===== src/rtl/tmr_pkg.sv =====
package tmr_pkg;
  localparam int CNT_W = 16;
  localparam int DIG_N = CNT_W / 4;

  typedef logic [CNT_W-1:0] cnt_t;
  typedef logic [2:0]       mode_t;

  // Fold aliased codes 6/7 onto 2/3
  function automatic mode_t f_norm_mode(mode_t m);
    return (m[2:1] == 2'b11) ? {1'b0, m[1:0]} : m;
  endfunction

  function automatic logic f_retrig(mode_t m);
    return (m == 3'd1) || (m == 3'd2) || (m == 3'd3) || (m == 3'd5);
  endfunction

  function automatic logic f_level_gated(mode_t m);
    return (m == 3'd0) || (m == 3'd4);
  endfunction

  function automatic logic f_pulse_mode(mode_t m);
    return (m == 3'd2) || (m == 3'd4) || (m == 3'd5);
  endfunction

  function automatic logic f_periodic(mode_t m);
    return (m == 3'd2) || (m == 3'd3);
  endfunction

  // Subtract one or two, in binary or per-digit BCD
  function automatic cnt_t f_dec(cnt_t v, logic bcd, logic two);
    cnt_t r;
    logic [4:0] t;
    logic b;
    logic [4:0] sub;
    if (!bcd) begin
      r = v - (two ? cnt_t'(2) : cnt_t'(1));
    end else begin
      r = '0;
      b = 1'b0;
      for (int i = 0; i < DIG_N; i++) begin
        sub = (i == 0) ? (two ? 5'd2 : 5'd1) : 5'd0;
        t = {1'b0, v[i*4 +: 4]} - sub - {4'd0, b};
        if (t[4]) begin
          t = t + 5'd10;
          r[i*4 +: 4] = t[3:0];
          b = 1'b1;
        end else begin
          r[i*4 +: 4] = t[3:0];
          b = 1'b0;
        end
      end
    end
    return r;
  endfunction

  // Round an odd count up to even (wraps at the modulus)
  function automatic cnt_t f_even_up(cnt_t v, logic bcd);
    cnt_t r;
    logic c;
    if (!v[0]) return v;
    if (!bcd) return v + cnt_t'(1);
    r = v;
    c = 1'b1;
    for (int i = 0; i < DIG_N; i++) begin
      if (c) begin
        if (v[i*4 +: 4] == 4'd9) begin
          r[i*4 +: 4] = 4'd0;
        end else begin
          r[i*4 +: 4] = v[i*4 +: 4] + 4'd1;
          c = 1'b0;
        end
      end
    end
    return r;
  endfunction

  // Round down to even: clearing bit 0 is valid for both codings
  function automatic cnt_t f_even_down(cnt_t v);
    return {v[CNT_W-1:1], 1'b0};
  endfunction
endpackage


===== src/rtl/tmr_edge.sv =====
module tmr_edge (
  input  logic clk,
  input  logic rst_n,
  input  logic d_i,
  output logic rise_o
);
  logic d_q;

  always_ff @(posedge clk or negedge rst_n) begin
    if (!rst_n) d_q <= 1'b0;
    else        d_q <= d_i;
  end

  assign rise_o = d_i & ~d_q;
endmodule


===== src/rtl/tmr_cfg.sv =====
module tmr_cfg
  import tmr_pkg::*;
(
  input  logic  clk,
  input  logic  rst_n,
  input  logic  load_i,
  input  mode_t mode_i,
  input  logic  bcd_i,
  input  cnt_t  val_i,
  output logic  armed_o,
  output logic  start_o,
  output mode_t mode_o,
  output logic  bcd_o,
  output cnt_t  init_o
);
  mode_t mode_q;
  logic  bcd_q;
  cnt_t  init_q;
  logic  armed_q;
  mode_t mode_n;
  logic  defer;

  assign mode_n = f_norm_mode(mode_i);
  // Same periodic mode and coding: new value waits for the next reload
  assign defer  = armed_q && (mode_n == mode_q) && f_periodic(mode_n) && (bcd_i == bcd_q);

  always_ff @(posedge clk or negedge rst_n) begin
    if (!rst_n) begin
      mode_q  <= '0;
      bcd_q   <= 1'b0;
      init_q  <= '0;
      armed_q <= 1'b0;
    end else if (load_i) begin
      mode_q  <= mode_n;
      bcd_q   <= bcd_i;
      init_q  <= val_i;
      armed_q <= 1'b1;
    end
  end

  assign armed_o = armed_q;
  assign start_o = load_i && !defer;
  assign mode_o  = load_i ? mode_n : mode_q;
  assign bcd_o   = load_i ? bcd_i  : bcd_q;
  assign init_o  = load_i ? val_i  : init_q;
endmodule


===== src/rtl/tmr_core.sv =====
module tmr_core
  import tmr_pkg::*;
(
  input  logic  clk,
  input  logic  rst_n,
  input  logic  start_i,
  input  logic  armed_i,
  input  mode_t mode_i,
  input  logic  bcd_i,
  input  cnt_t  init_i,
  input  logic  rise_i,
  input  logic  gate_i,
  input  logic  tick_i,
  output cnt_t  cnt_o,
  output logic  out_o,
  output logic  restart_o,
  output logic  term_o
);
  cnt_t cnt_q;
  logic out_q;
  logic done_q;
  logic run;
  logic two;
  cnt_t cnt_dec;

  assign two       = (mode_i == 3'd3);
  assign cnt_dec   = f_dec(cnt_q, bcd_i, two);
  assign restart_o = start_i || (armed_i && rise_i && f_retrig(mode_i));
  assign run       = armed_i && tick_i && (f_level_gated(mode_i) ? gate_i : 1'b1);
  assign term_o    = run && (cnt_q == (two ? cnt_t'(2) : cnt_t'(1)));

  always_ff @(posedge clk or negedge rst_n) begin
    if (!rst_n) begin
      cnt_q  <= '0;
      out_q  <= 1'b0;
      done_q <= 1'b0;
    end else if (restart_o) begin
      cnt_q  <= two ? f_even_up(init_i, bcd_i) : init_i;
      out_q  <= (mode_i == 3'd1) || (mode_i == 3'd3);
      done_q <= 1'b0;
    end else if (armed_i) begin
      if (f_pulse_mode(mode_i)) out_q <= 1'b0;
      if (run) begin
        case (mode_i)
          3'd0: begin
            cnt_q <= cnt_dec;
            if (term_o) out_q <= 1'b1;
          end
          3'd1: begin
            cnt_q <= cnt_dec;
            if (term_o) out_q <= 1'b0;
          end
          3'd2: begin
            if (term_o) begin
              cnt_q <= init_i;
              out_q <= 1'b1;
            end else begin
              cnt_q <= cnt_dec;
            end
          end
          3'd3: begin
            if (!term_o) begin
              cnt_q <= cnt_dec;
            end else if (out_q && init_i == cnt_t'(1)) begin
              cnt_q <= f_even_up(init_i, bcd_i);
            end else if (out_q) begin
              out_q <= 1'b0;
              cnt_q <= f_even_down(init_i);
            end else begin
              out_q <= 1'b1;
              cnt_q <= f_even_up(init_i, bcd_i);
            end
          end
          default: begin
            cnt_q <= cnt_dec;
            if (term_o && !done_q) begin
              out_q  <= 1'b1;
              done_q <= 1'b1;
            end
          end
        endcase
      end
    end
  end

  assign cnt_o = cnt_q;
  assign out_o = out_q;
endmodule


===== src/rtl/tmr_channel.sv =====
module tmr_channel
  import tmr_pkg::*;
(
  input  logic        clk,
  input  logic        rst_n,
  input  logic [2:0]  mode_i,
  input  logic        bcd_i,
  input  logic        load_i,
  input  logic [15:0] load_val_i,
  input  logic        gate_i,
  input  logic        tick_i,
  output logic [15:0] count_o,
  output logic        out_o
);
  logic  armed_w;
  logic  start_w;
  mode_t mode_w;
  logic  bcd_w;
  cnt_t  init_w;
  logic  rise_w;
  logic  restart_w;
  logic  term_w;

  tmr_edge i_edge (
    .clk    (clk),
    .rst_n  (rst_n),
    .d_i    (gate_i),
    .rise_o (rise_w)
  );

  tmr_cfg i_cfg (
    .clk     (clk),
    .rst_n   (rst_n),
    .load_i  (load_i),
    .mode_i  (mode_i),
    .bcd_i   (bcd_i),
    .val_i   (load_val_i),
    .armed_o (armed_w),
    .start_o (start_w),
    .mode_o  (mode_w),
    .bcd_o   (bcd_w),
    .init_o  (init_w)
  );

  tmr_core i_core (
    .clk       (clk),
    .rst_n     (rst_n),
    .start_i   (start_w),
    .armed_i   (armed_w),
    .mode_i    (mode_w),
    .bcd_i     (bcd_w),
    .init_i    (init_w),
    .rise_i    (rise_w),
    .gate_i    (gate_i),
    .tick_i    (tick_i),
    .cnt_o     (count_o),
    .out_o     (out_o),
    .restart_o (restart_w),
    .term_o    (term_w)
  );
endmodule


===== config.mk =====
export PLATFORM = sky130hd
export DESIGN_NAME = tmr_channel
export DESIGN_NICKNAME = d
export VERILOG_FILES = /design/src/rtl/tmr_pkg.sv /design/src/rtl/tmr_edge.sv /design/src/rtl/tmr_cfg.sv /design/src/rtl/tmr_core.sv /design/src/rtl/tmr_channel.sv
export SDC_FILE = /design/constraint.sdc
export NUM_CORES = 1
export LEC_CHECK = 0
export ABC_AREA = 1
export BUFFER_PORTS_ARGS = -buffer_cell sky130_fd_sc_hd__buf_2
export CAP_MARGIN = 40
export CORE_MARGIN = 2
export CORE_UTILIZATION = 52
export DETAILED_ROUTE_END_ITERATION = 6
export PLACE_DENSITY = 0.79
export SKIP_LAST_GASP = 1
export SLEW_MARGIN = 5
export SYNTH_ARGS = -nofsm -noshare
export SYNTH_HDL_FRONTEND = slang
export SYNTH_SLANG_ARGS = --single-unit

===== constraint.sdc =====
create_clock -name clk -period 10.15 [get_ports clk]
set_input_delay 1.015 -clock clk [delete_from_list [all_inputs] [get_ports clk]]
set_output_delay 1.015 -clock clk [all_outputs]
set_load 0.01 [all_outputs]

==> results.rst, run 1 <==
.. list-table::
   :header-rows: 1

   * - Metric
     - Value
   * - Half-perimeter wire length of the detailed placement result
     - 10100 um
   * - Aggregate global routing overflow
     - 0
   * - Maximum number of pins on one net before global-route repair
     - 41
   * - Floorplan die height
     - 97.14 um
   * - Switching share of power
     - 47.50%
   * - Share of post-route cells with drive strength above 1
     - 13.35%
   * - Fraction of the cycle the final worst path needs
     - 59.82%
   * - CP top delay family
     - adder cells
   * - Max Clk Rate
     - 164.7 MHz
   * - Largest stage delay on the critical path
     - 0.55 ns
   * - CTS clk-pin slew, worst paths
     - 0.09 ns
   * - Cell area after synthesis
     - 4511 um2
   * - Most frequent cell on the critical path
     - sky130_fd_sc_hd__ha_1
   * - Count of H-tree levels built during CTS
     - 2
   * - Post-Synth Simple-Gate Area
     - 39.92%
   * - Arr. time, crit path
     - 6.30 ns
   * - Main combinational cell family by area after synthesis
     - simple AND/OR/NAND/NOR gates
   * - Top area cells in the synthesized netlist
     - sky130_fd_sc_hd__dfrtp_1 (22%), sky130_fd_sc_hd__nand2_1 (19%), sky130_fd_sc_hd__a21oi_1 (6.9%), sky130_fd_sc_hd__nand3_1 (6.5%), sky130_fd_sc_hd__nor2_1 (5.9%)
   * - Register area
     - 1001 um2
   * - I/O Buffers
     - 41
   * - Hold_sp
     - i_core.done_q
   * - Effective utilization at floorplan
     - 54.35%
   * - Critical path required time
     - 10.38 ns
   * - Worst skew pair latency
     - 0.30 ns
   * - Proportion of power drawn by flip-flops and latches
     - 33.0%
   * - Via Count
     - 5130
   * - Number of warnings printed during yosys synthesis
     - 0
   * - Number of flops mapped to enable cells by yosys
     - 0
   * - Number of placed I/O pins
     - 42
   * - Slowest cell on crit path
     - sky130_fd_sc_hd__buf_2
   * - Worst flop-to-flop path endpoint
     - i_core.cnt_o[15]
   * - Area share of the leading cell type in the synthesized netlist
     - 22.19%
   * - Number of nets in the final layout
     - 809
   * - Root buf cell
     - sky130_fd_sc_hd__clkbuf_8
   * - Depth of the worst register-to-register path
     - 28
   * - Overall global routing resource usage
     - 28.40%
   * - Outcome
     - finished clean
   * - Largest fanout on the critical path
     - 40
   * - Synth top cells by count
     - sky130_fd_sc_hd__nand2_1 (223), sky130_fd_sc_hd__nor2_1 (71), sky130_fd_sc_hd__inv_1 (70)
   * - Critical path endpoint category
     - flop
   * - Synthesis-to-layout area growth
     - 6.630%
   * - Most frequently used flop master after synthesis
     - sky130_fd_sc_hd__dfrtp_1
   * - Placed cell areas
     - 4717 um2
   * - Flop-to-flop setup slack
     - 5.43 ns
   * - N_diodes
     - 0
   * - Floorplan die area
     - 9435 um2
   * - Post-CTS Resized
     - 0
   * - Remaining max-slew budget at the tightest pin
     - 42.00%
   * - Leading cell type by number of instances after synthesis
     - sky130_fd_sc_hd__nand2_1
   * - Number of distinct library cell variants in the gate-level netlist after synthesis
     - 44
   * - Total number of clock tree sinks
     - 40
   * - Static Leak
     - 2.353 nW
   * - Mux contribution to synthesized area
     - 0%
   * - Routed Antenna Nets
     - 0
   * - Critical Setup Path Class
     - in2reg
   * - Post-Syn Nets
     - 781
   * - Async set or reset register ratio after synthesis
     - 100.0%
   * - Proportion of power drawn by combinational gates
     - 49.7%
   * - Maximum clock path buffer count
     - 2
   * - Xor-xnor portion of the synthesized cell area
     - 3.301%
   * - Number of pins with negative max-slew slack in the final report
     - 0
   * - Total area of multi-input combinational cells
     - 3030 um2
   * - Horizontal die dimension
     - 97.14 um
   * - Final critical path time including I/O delays and setup
     - 6.071 ns
   * - Worst R2R Start
     - i_cfg.mode_q[2]
   * - Share of synthesized area occupied by flip-flops and latches
     - 22.19%
   * - Crit start category
     - input pin
   * - Power per cell area
     - 137.7 nW/um2
   * - Number of buffers created by CTS
     - 5
   * - Number of instances in the synthesized netlist
     - 735
   * - Total design power
     - 0.6622 mW
   * - Finished Layout Cells
     - 869
   * - Number of endpoints with negative hold slack in the final report
     - 0
   * - Post-Route Setup TNS
     - 0 ns
   * - Avg Cell Area, Syn
     - 6.137 um2
   * - Drt first pass iters
     - 6
   * - Internal power of the cells
     - 0.3476 mW
   * - Number of instances on the worst hold path
     - 2
   * - Number of design-rule violations left by the first detailed-router iteration
     - 479
   * - Unrepaired setup endpoints after global routing
     - no
   * - Initial antenna violation count
     - 0
   * - Flops & latches, synth
     - 40
   * - Count of buffering cells on the critical path with inverters included
     - 7
   * - Wire length after detailed routing
     - 13290 um
   * - TritonCTS clock tree
     - done
   * - Number of placement rows
     - 33
   * - Setup Viol. Count Final
     - 0
   * - Post-synthesis share of cell area spent on full adders, half adders and majority gates
     - 5.992%
   * - Switch Pwr
     - 0.3145 mW
   * - Number of maximum-capacitance constraint violations
     - 0
   * - DRC
     - 0
   * - Hold WS
     - 0.5295 ns
   * - Setup fix buffers added after clock tree synthesis
     - 0
   * - Placeable core region
     - 8299 um2
   * - Layout filler cell count
     - 841
   * - Worst ir drop on vdd
     - 102.9 uV
   * - Post-DR vias/cell
     - 5.903
   * - GPL Wtd Cong
     - 0.9304
   * - Routed length per instance
     - 15.30 um
   * - Portion of total power attributed to the clock network
     - 17.2%
   * - Worst hold path endpoint
     - i_core.done_q
   * - Slew @ Worst Pin
     - 0.8667 ns
   * - Hold WC Path Type
     - reg2reg
   * - Synthesized-area fraction occupied by ao, oa, aoi and oai cells
     - 17.98%
   * - # hold bufs at CTS
     - 0
   * - Cell type with the highest aggregate area in the netlist
     - sky130_fd_sc_hd__dfrtp_1
   * - Cell area after layout
     - 4810 um2
   * - Number of placed cells counting well taps
     - 861
   * - Worst-case clock skew
     - 0.004612 ns
   * - Via count of the first global-routing pass
     - 4835
   * - First-pass GRT wire length
     - 22430 um
-- flip-flops by register name, indices dropped and copies added, names as in the netlist --
signal,cells
i_edge.d_q,1
i_core.out_o,1
i_cfg.mode_q,3
i_cfg.armed_o,1
i_core.cnt_o,16
i_cfg.bcd_q,1
i_cfg.init_q,16
i_core.done_q,1
-- how the worst max path moves through the flow --
| stage | startpoint | end | slack [ns] | depth (start not counted) |
|---|---|---|---|---|
| 3_3_place_gp | load_i | i_core.cnt_o[15] | 4.10 | 29 |
| 2_1_floorplan | load_i | i_core.cnt_o[15] | 5.14 | 29 |
| 4_1_cts | load_i | i_core.cnt_o[15] | 4.12 | 29 |
| 5_1_grt | load_i | i_core.cnt_o[15] | 3.50 | 29 |
| 3_5_place_dp | load_i | i_core.cnt_o[15] | 3.80 | 29 |
| 6_report | load_i | i_core.cnt_o[15] | 4.08 | 29 |
-- tightest hold or removal path, stage by stage, from the launching register on --
cell                      delay [ns]
sky130_fd_sc_hd__dfrtp_1        0.37
sky130_fd_sc_hd__inv_1          0.07
sky130_fd_sc_hd__a21oi_1        0.06
-- cell families after synthesis --
family / Yosys count
fa+ha+maj: 21
buf+inv: 107
flops: 40
simple gates: 407
xor+xnor: 17
compound gates: 143
-- metrics by stage --
step | util, % | setup WS (ns)
6_report | 57.95 | 4.079
5_1_grt | 57.95 | 3.503
4_1_cts | 57.95 | 4.124
3_5_place_dp | 56.84 | 3.804
3_3_place_gp | 56.60 | 4.096
2_1_floorplan | - | 5.138
-- final cells by class --
type / count / area share, %
clock buffer: 5 / 1.431
sequential: 40 / 20.81
multi-input combinational: 588 / 63.01
tap: 105 / 2.732
timing repair buffer: 43 / 4.839
inverter: 85 / 6.686
clock inverter: 3 / 0.4943
-- layer usage --
| metal | GRT usage, % | share of wire (%) |
|---|---|---|
| met1 | 37.83 | 42 |
| met2 | 48.18 | 47 |
| met3 | 3.381 | 7.9 |
| met4 | 8.884 | 2.4 |
| met5 | 0 | 0 |
-- cells in the final DEF, fill, tap and decap left out, drive strengths merged --
| master | count |
|---|---|
| nand2 | 240 |
| inv | 84 |
| nor2 | 77 |
| a21oi | 62 |
| nand3 | 62 |
| o21ai | 60 |
| buf | 43 |
| dfrtp | 40 |
| ha | 20 |
| xor2 | 13 |
| nand4 | 13 |
| nor3 | 12 |
| o211ai | 6 |
| a31oi | 5 |
| clkbuf | 5 |
| xnor2 | 4 |
| o31ai | 4 |
| or2 | 3 |
| o22ai | 2 |
| clkinvlp | 2 |
| clkinv | 2 |
| o311ai | 1 |
| o221ai | 1 |
| a21o | 1 |
| o32ai | 1 |
| fa | 1 |
-- power groups by stage --
stage          clock, mW  combinational [mW]  sequential (mW)
2_1_floorplan          0               0.232            0.223
3_3_place_gp           0               0.314            0.220
3_5_place_dp           0               0.321            0.222
4_1_cts            0.119               0.324            0.219
5_1_grt            0.125               0.370            0.224
6_report           0.114               0.329            0.219
Note: power is estimated with default switching activity, not from simulation.
==> inputs of run 2 (changes only) <==
--- a/config.mk
+++ b/config.mk
@@ -11,7 +11,7 @@
 export CORE_MARGIN = 2
 export CORE_UTILIZATION = 52
 export DETAILED_ROUTE_END_ITERATION = 6
-export PLACE_DENSITY = 0.79
+export PLACE_DENSITY = 0.82
 export SKIP_LAST_GASP = 1
 export SLEW_MARGIN = 5
 export SYNTH_ARGS = -nofsm -noshare
==> constraint.sdc (replaced) <==
create_clock -name clk -period 5.4 [get_ports clk]
set_input_delay 0.54 -clock clk [delete_from_list [all_inputs] [get_ports clk]]
set_output_delay 0.54 -clock clk [all_outputs]
set_load 0.01 [all_outputs]
==> run 2 against run 1 <==
- largest cell class unchanged
- total power is 89% higher
- flip-flop and latch count unchanged
- highest routed layer unchanged
- register-to-register slack lost 4.7 ns
- worst hold slack lost 0.40 ns
- non-clock buffer count grew 4
- setup slack got worse by 3.5 ns
- critical path depth unchanged
- clock power grew 89%
- critical path type unchanged
==> results.rst, run 2 (synthesized netlist as in run 1, its figures left out) <==
.. list-table::
   :header-rows: 1

   * - Metric
     - Value
   * - Outcome
     - finished clean
   * - I/O Buffers
     - 41 (unchanged)
   * - DRC
     - 0 (unchanged)
   * - Most frequent cell on the critical path
     - sky130_fd_sc_hd__ha_1
   * - Largest stage delay on the critical path
     - 0.44 ns (-0.11 ns)
   * - Maximum clock path buffer count
     - 2 (unchanged)
   * - Number of endpoints with negative hold slack in the final report
     - 0 (unchanged)
   * - Critical path required time
     - 5.63 ns (-4.75 ns)
   * - Count of H-tree levels built during CTS
     - 2 (unchanged)
   * - Switch Pwr
     - 0.5869 mW (+87%)
   * - Placeable core region
     - 8299 um2 (unchanged)
   * - Total design power
     - 1.254 mW (+89%)
   * - Internal power of the cells
     - 0.6669 mW (+92%)
   * - Routed Antenna Nets
     - 0 (unchanged)
   * - Number of placed I/O pins
     - 42 (unchanged)
   * - Via count of the first global-routing pass
     - 4928 (+1.9%)
   * - Hold WC Path Type
     - in2async
   * - Worst ir drop on vdd
     - 149.7 uV (+45%)
   * - Routed length per instance
     - 15.38 um (+0.55%)
   * - N_diodes
     - 0 (unchanged)
   * - # hold bufs at CTS
     - 0 (unchanged)
   * - Post-route core utilization
     - 58.31% (+0.36 points)
   * - Floorplan die height
     - 97.14 um (unchanged)
   * - Post-CTS Resized
     - 0 (unchanged)
   * - Portion of total power attributed to the clock network
     - 17.2% (about the same)
   * - Largest fanout on the critical path
     - 21 (-48%)
   * - Arr. time, crit path
     - 5.03 ns (-1.27 ns)
   * - Number of pins with negative max-slew slack in the final report
     - 0 (unchanged)
   * - Proportion of power drawn by flip-flops and latches
     - 33.0% (about the same)
   * - Number of nets in the final layout
     - 813 (+0.49%)
   * - Leading cell types in the layout, fill and taps excluded
     - sky130_fd_sc_hd__nand2_1 (223), sky130_fd_sc_hd__nor2_1 (71), sky130_fd_sc_hd__inv_1 (70)
   * - Proportion of power drawn by combinational gates
     - 49.8% (about the same)
   * - Effective utilization at floorplan
     - 54.35% (unchanged)
   * - Drt first pass iters
     - 5 (-1)
   * - First-pass GRT wire length
     - 22630 um (+0.89%)
   * - Slew @ Worst Pin
     - 0.8996 ns (+0.03289 ns)
   * - Maximum number of pins on one net before global-route repair
     - 36 (-12%)
   * - Post-Route Setup TNS
     - 0 ns (unchanged)
   * - Horizontal die dimension
     - 97.14 um (unchanged)
   * - Number of buffers created by CTS
     - 5 (unchanged)
   * - Number of placement rows
     - 33 (unchanged)
   * - CTS clk-pin slew, worst paths
     - 0.09 ns (about the same)
   * - Wire length after detailed routing
     - 13430 um (+1.0%)
   * - Max Clk Rate
     - 208.2 MHz
   * - Floorplan die area
     - 9435 um2 (unchanged)
   * - Most common cell after layout, fill and taps aside
     - sky130_fd_sc_hd__nand2_1
   * - Setup fix buffers added after clock tree synthesis
     - 0 (unchanged)
   * - Critical path endpoint category
     - flop
   * - Final critical path time including I/O delays and setup
     - 4.803 ns
   * - Overall global routing resource usage
     - 28.47% (+0.076 points)
   * - Share of post-route cells with drive strength above 1
     - 13.80% (+0.45 points)
   * - Aggregate global routing overflow
     - 0 (unchanged)
   * - Fraction of the cycle the final worst path needs
     - 88.94%
   * - Power per cell area
     - 259.1 nW/um2 (+88%)
   * - Worst skew pair latency
     - 0.30 ns (about the same)
   * - Total number of clock tree sinks
     - 40 (unchanged)
   * - Number of design-rule violations left by the first detailed-router iteration
     - 511 (+6.7%)
   * - Post-DR vias/cell
     - 5.930 (+0.45%)
   * - Slowest cell on crit path
     - sky130_fd_sc_hd__fa_1
   * - Setup Viol. Count Final
     - 0 (unchanged)
   * - Number of maximum-capacitance constraint violations
     - 0 (unchanged)
   * - Half-perimeter wire length of the detailed placement result
     - 10110 um (+0.15%)
   * - Remaining max-slew budget at the tightest pin
     - 39.80% (-2.2 points)
   * - Static Leak
     - 2.383 nW (+1.3%)
   * - Crit start category
     - input pin
   * - Critical Setup Path Class
     - in2reg
   * - Worst-case clock skew
     - 0.007802 ns (+0.003190 ns)
   * - Synthesis-to-layout area growth
     - 7.295%
   * - Via Count
     - 5177 (+0.92%)
   * - Initial antenna violation count
     - 0 (unchanged)
   * - TritonCTS clock tree
     - done
   * - Switching share of power
     - 46.81% (-0.69 points)
   * - Unrepaired setup endpoints after global routing
     - no
   * - GPL Wtd Cong
     - 0.9417 (+1.2%)
   * - Root buf cell
     - sky130_fd_sc_hd__clkbuf_8
==> run 2: routing by layer <==
layer / GRT usage, % / up-vias / part of all wire, %
li1: - / 2469 / -
met1: 37.09 / 2395 / 42
met2: 47.97 / 271 / 48
met3: 3.813 / 42 / 7.9
met4: 11.05 / 0 / 2.5
met5: 0 / - / 0
==> run 2: power groups by stage <==
stage	clock network, mW	logic, mW	registers (mW)
detailed placement	0	0.608	0.418
floorplan	0	0.436	0.420
CTS	0.221	0.613	0.412
global placement	0	0.590	0.414
finish	0.215	0.625	0.414
global route	0.231	0.700	0.422
==> run 2: area by class of cell <==
cell class / instances / area [um2]
clock buffer: 6 / 82.58
clock inverter: 2 / 10.01
fill: 801 / 3460
inverter: 85 / 321.6
multi-input combinational: 588 / 3030
sequential: 40 / 1001
tap: 105 / 131.4
timing repair buffer: 47 / 262.8
==> run 2: stage by stage <==
stage               setup slack (ns)  area (um2)  hold WS, ns  instances
detailed placement            0.3232        4747       0.4608        865
global route                  0.1324        4840       0.1500        873
global placement              0.6074        4727       0.5162        864
floorplan                     0.8632        4511       0.2444        735
CTS                           0.6529        4840       0.1327        873
finish                        0.5970        4840       0.1267        873
==> run 2: worst paths after layout <==
kind | slack (ns) | from | to | cells past startpoint
worst max register to register | 0.72 | i_cfg.mode_q[1] | i_core.cnt_o[15] | 27
max in group asynchronous | 4.80 | rst_n | i_core.cnt_o[5] | 2
worst min-delay path | 0.13 | rst_n | i_cfg.init_q[3] | 1
worst max-delay path | 0.60 | load_i | i_core.cnt_o[15] | 29
worst min register to register | 0.53 | i_core.done_q | i_core.done_q | 2
min in group clk | 0.36 | gate_i | i_edge.d_q | 1
==> run 2: worst max-delay path, delay by kind of cell <==
kind | cells | cell delay [ns]
and+or+nand+nor | 9 | 0.91
adders and majority gates | 8 | 1.86
buffers and inverters | 7 | 0.86
AOI/OAI and AO/OA | 5 | 0.85
==> inputs of run 3 (changes only) <==
--- a/config.mk
+++ b/config.mk
@@ -10,8 +10,10 @@
 export CAP_MARGIN = 40
 export CORE_MARGIN = 2
 export CORE_UTILIZATION = 52
+export CTS_CLUSTER_DIAMETER = 150
 export DETAILED_ROUTE_END_ITERATION = 6
-export PLACE_DENSITY = 0.82
+export PLACE_DENSITY = 0.79
+export RECOVER_POWER = 25
 export SKIP_LAST_GASP = 1
 export SLEW_MARGIN = 5
 export SYNTH_ARGS = -nofsm -noshare
==> constraint.sdc (replaced) <==
create_clock -name clk -period 6.25 [get_ports clk]
set_input_delay 0.625 -clock clk [delete_from_list [all_inputs] [get_ports clk]]
set_output_delay 0.625 -clock clk [all_outputs]
set_load 0.01 [all_outputs]
==> run 3 against run 2 <==
- the run now ends with capacitance limit, slew limit left
- sequential share of layout area increased by 0.091 points
- core utilization is 0.26 points lower
- die area unchanged
- register-to-register slack improved by 0.84 ns
- worst hold slack better by 0.27 ns
- first-iteration DRC count is 7.2% lower
- clock-buffer cell count is 1 lower
- critical endpoint unchanged
==> results.rst, run 3 (synthesized netlist as in run 1, its figures left out) <==
.. list-table::
   :header-rows: 1

   * - Metric
     - Value
   * - Critical path endpoint category
     - flop
   * - Drt first pass iters
     - 5 (unchanged)
   * - Routed Antenna Nets
     - 0 (unchanged)
   * - Half-perimeter wire length of the detailed placement result
     - 10260 um (+1.5%)
   * - Maximum number of pins on one net before global-route repair
     - 40 (+11%)
   * - Final critical path time including I/O delays and setup
     - 5.072 ns
   * - Wire length after detailed routing
     - 13440 um (about the same)
   * - Arr. time, crit path
     - 5.31 ns (+0.28 ns)
   * - Number of placement rows
     - 33 (unchanged)
   * - TritonCTS clock tree
     - done
   * - Static Leak
     - 2.360 nW (-0.95%)
   * - Power per cell area
     - 230.1 nW/um2 (-11%)
   * - Horizontal die dimension
     - 97.14 um (unchanged)
   * - Worst ir drop on vdd
     - 197.7 uV (+32%)
   * - Most common cell after layout, fill and taps aside
     - sky130_fd_sc_hd__nand2_1
   * - Share of post-route cells with drive strength above 1
     - 13.20% (-0.60 points)
   * - Unrepaired setup endpoints after global routing
     - no
   * - Total number of clock tree sinks
     - 40 (unchanged)
   * - Remaining max-slew budget at the tightest pin
     - -0.5162% (-40 points)
   * - Crit start category
     - input pin
   * - Via count of the first global-routing pass
     - 4851 (-1.6%)
   * - Most frequent cell on the critical path
     - sky130_fd_sc_hd__ha_1
   * - Post-CTS Resized
     - 0 (unchanged)
   * - Aggregate global routing overflow
     - 0 (unchanged)
   * - Worst-case clock skew
     - 0.007078 ns (-0.0007244 ns)
   * - Effective utilization at floorplan
     - 54.35% (unchanged)
   * - Fraction of the cycle the final worst path needs
     - 81.15%
   * - Slew @ Worst Pin
     - 1.508 ns (+0.6081 ns)
   * - Overall global routing resource usage
     - 28.97% (+0.50 points)
   * - Largest fanout on the critical path
     - 39 (+86%)
   * - Violations in the final reports
     - capacitance limit, slew limit
   * - Total area of multi-input combinational cells
     - 3030 um2 (unchanged)
   * - DRC
     - 0 (unchanged)
   * - Setup WS post-layout
     - 1.178 ns (+0.5809 ns)
   * - Placed cell areas
     - 4725 um2 (-0.47%)
   * - Largest stage delay on the critical path
     - 0.36 ns (-0.08 ns)
   * - # hold bufs at CTS
     - 0 (unchanged)
   * - Maximum clock path buffer count
     - 2 (unchanged)
   * - Number of maximum-capacitance constraint violations
     - 1 (+1)
   * - GPL Wtd Cong
     - 0.9566 (+1.6%)
   * - Placeable core region
     - 8299 um2 (unchanged)
   * - Post-DR vias/cell
     - 5.909 (-0.35%)
   * - Number of placed I/O pins
     - 42 (unchanged)
   * - Number of endpoints with negative hold slack in the final report
     - 0 (unchanged)
   * - CTS clk-pin slew, worst paths
     - 0.09 ns (about the same)
   * - Place WS
     - 0.9012 ns (+0.5781 ns)
   * - I/O Buffers
     - 41 (unchanged)
   * - Critical Setup Path Class
     - in2reg
   * - N_diodes
     - 0 (unchanged)
   * - Max Clk Rate
     - 197.2 MHz
   * - Number of pins with negative max-slew slack in the final report
     - 26 (+26)
   * - Number of design-rule violations left by the first detailed-router iteration
     - 474 (-7.2%)
   * - Floorplan die height
     - 97.14 um (unchanged)
   * - Outcome
     - finished with violations
   * - Count of H-tree levels built during CTS
     - 2 (unchanged)
   * - Floorplan die area
     - 9435 um2 (unchanged)
   * - Cell area after layout
     - 4818 um2 (-0.44%)
   * - Post-route core utilization
     - 58.06% (-0.26 points)
   * - First-pass GRT wire length
     - 22750 um (+0.55%)
   * - Root buf cell
     - sky130_fd_sc_hd__clkbuf_8
   * - Via Count
     - 5141 (-0.70%)
   * - Register area
     - 1001 um2 (unchanged)
   * - Slowest cell on crit path
     - sky130_fd_sc_hd__buf_4
   * - Hold WC Path Type
     - in2async
   * - Setup fix buffers added after clock tree synthesis
     - 0 (unchanged)
   * - Setup Viol. Count Final
     - 0 (unchanged)
   * - Number of buffers created by CTS
     - 5 (unchanged)
   * - Post-Route Setup TNS
     - 0 ns (unchanged)
   * - Synthesis-to-layout area growth
     - 6.824%
   * - Critical path required time
     - 6.48 ns (+0.85 ns)
   * - Number of nets in the final layout
     - 810 (-0.37%)
   * - Initial antenna violation count
     - 0 (unchanged)
   * - Layout filler cell count
     - 849 (+6.0%)
   * - Worst skew pair latency
     - 0.30 ns (about the same)
   * - Leading cell types in the layout, fill and taps excluded
     - sky130_fd_sc_hd__nand2_1 (223), sky130_fd_sc_hd__nor2_1 (71), sky130_fd_sc_hd__inv_1 (70)
   * - Routed length per instance
     - 15.45 um (+0.43%)
   * - Total design power
     - 1.109 mW (-12%)
run 3: through the flow:
stage / cells / hold slack (ns)
after global routing: 870 / 0.4280
final: 870 / 0.3996
after global placement: 861 / 0.5169
after CTS: 870 / 0.2440
after detailed placement: 862 / 0.5254
after floorplan: 735 / 0.3294
run 3: layout make-up:
class / instances / area share [%]
flip-flops and latches: 40 / 20.77
inverters: 85 / 6.674
clock buffers: 5 / 1.428
multi-input cells: 588 / 62.89
repair buffers: 44 / 4.622
well taps: 105 / 2.727
clock inverters: 3 / 0.8829
run 3: path summary, 6_finish.rpt:
kind	startpoint	endpoint	slack [ns]	cells after the start
min	rst_n	i_cfg.init_q[1]	0.40	1
max reg2reg	i_cfg.mode_q[2]	i_core.cnt_o[15]	1.56	28
min in group clk	gate_i	i_edge.d_q	0.43	1
min reg2reg	i_core.done_q	i_core.done_q	0.53	2
max	load_i	i_core.cnt_o[15]	1.18	29
max in group asynchronous	rst_n	i_core.cnt_o[5]	3.98	2
run 3: power breakdown:
| group | switching (mW) | total, mW | leakage (nW) | internal (mW) |
|---|---|---|---|---|
| Combinational | 0.349 | 0.533 | 1.83 | 0.184 |
| Clock | 0.102 | 0.220 | 0.0541 | 0.118 |
| Sequential | 0.0550 | 0.356 | 0.474 | 0.301 |
| Total | 0.506 | 1.11 | 2.36 | 0.603 |
run 3: critical path: cells and delay by family:
family | cells | cell delay, ns
AO/OA/AOI/OAI | 5 | 0.69
adder cells (fa/ha/maj) | 8 | 1.87
buffers and inverters | 7 | 0.98
AND/OR/NAND/NOR | 9 | 1.12
run 3: layer usage:
metal,routed length [um],vias up,track usage [%],share of wire [%]
met5,0,-,0,0
met4,287,0,7.909,2.1
met3,985,39,3.597,7.3
met2,6403,227,49.68,48
met1,5763,2411,38.56,43
li1,-,2464,-,-
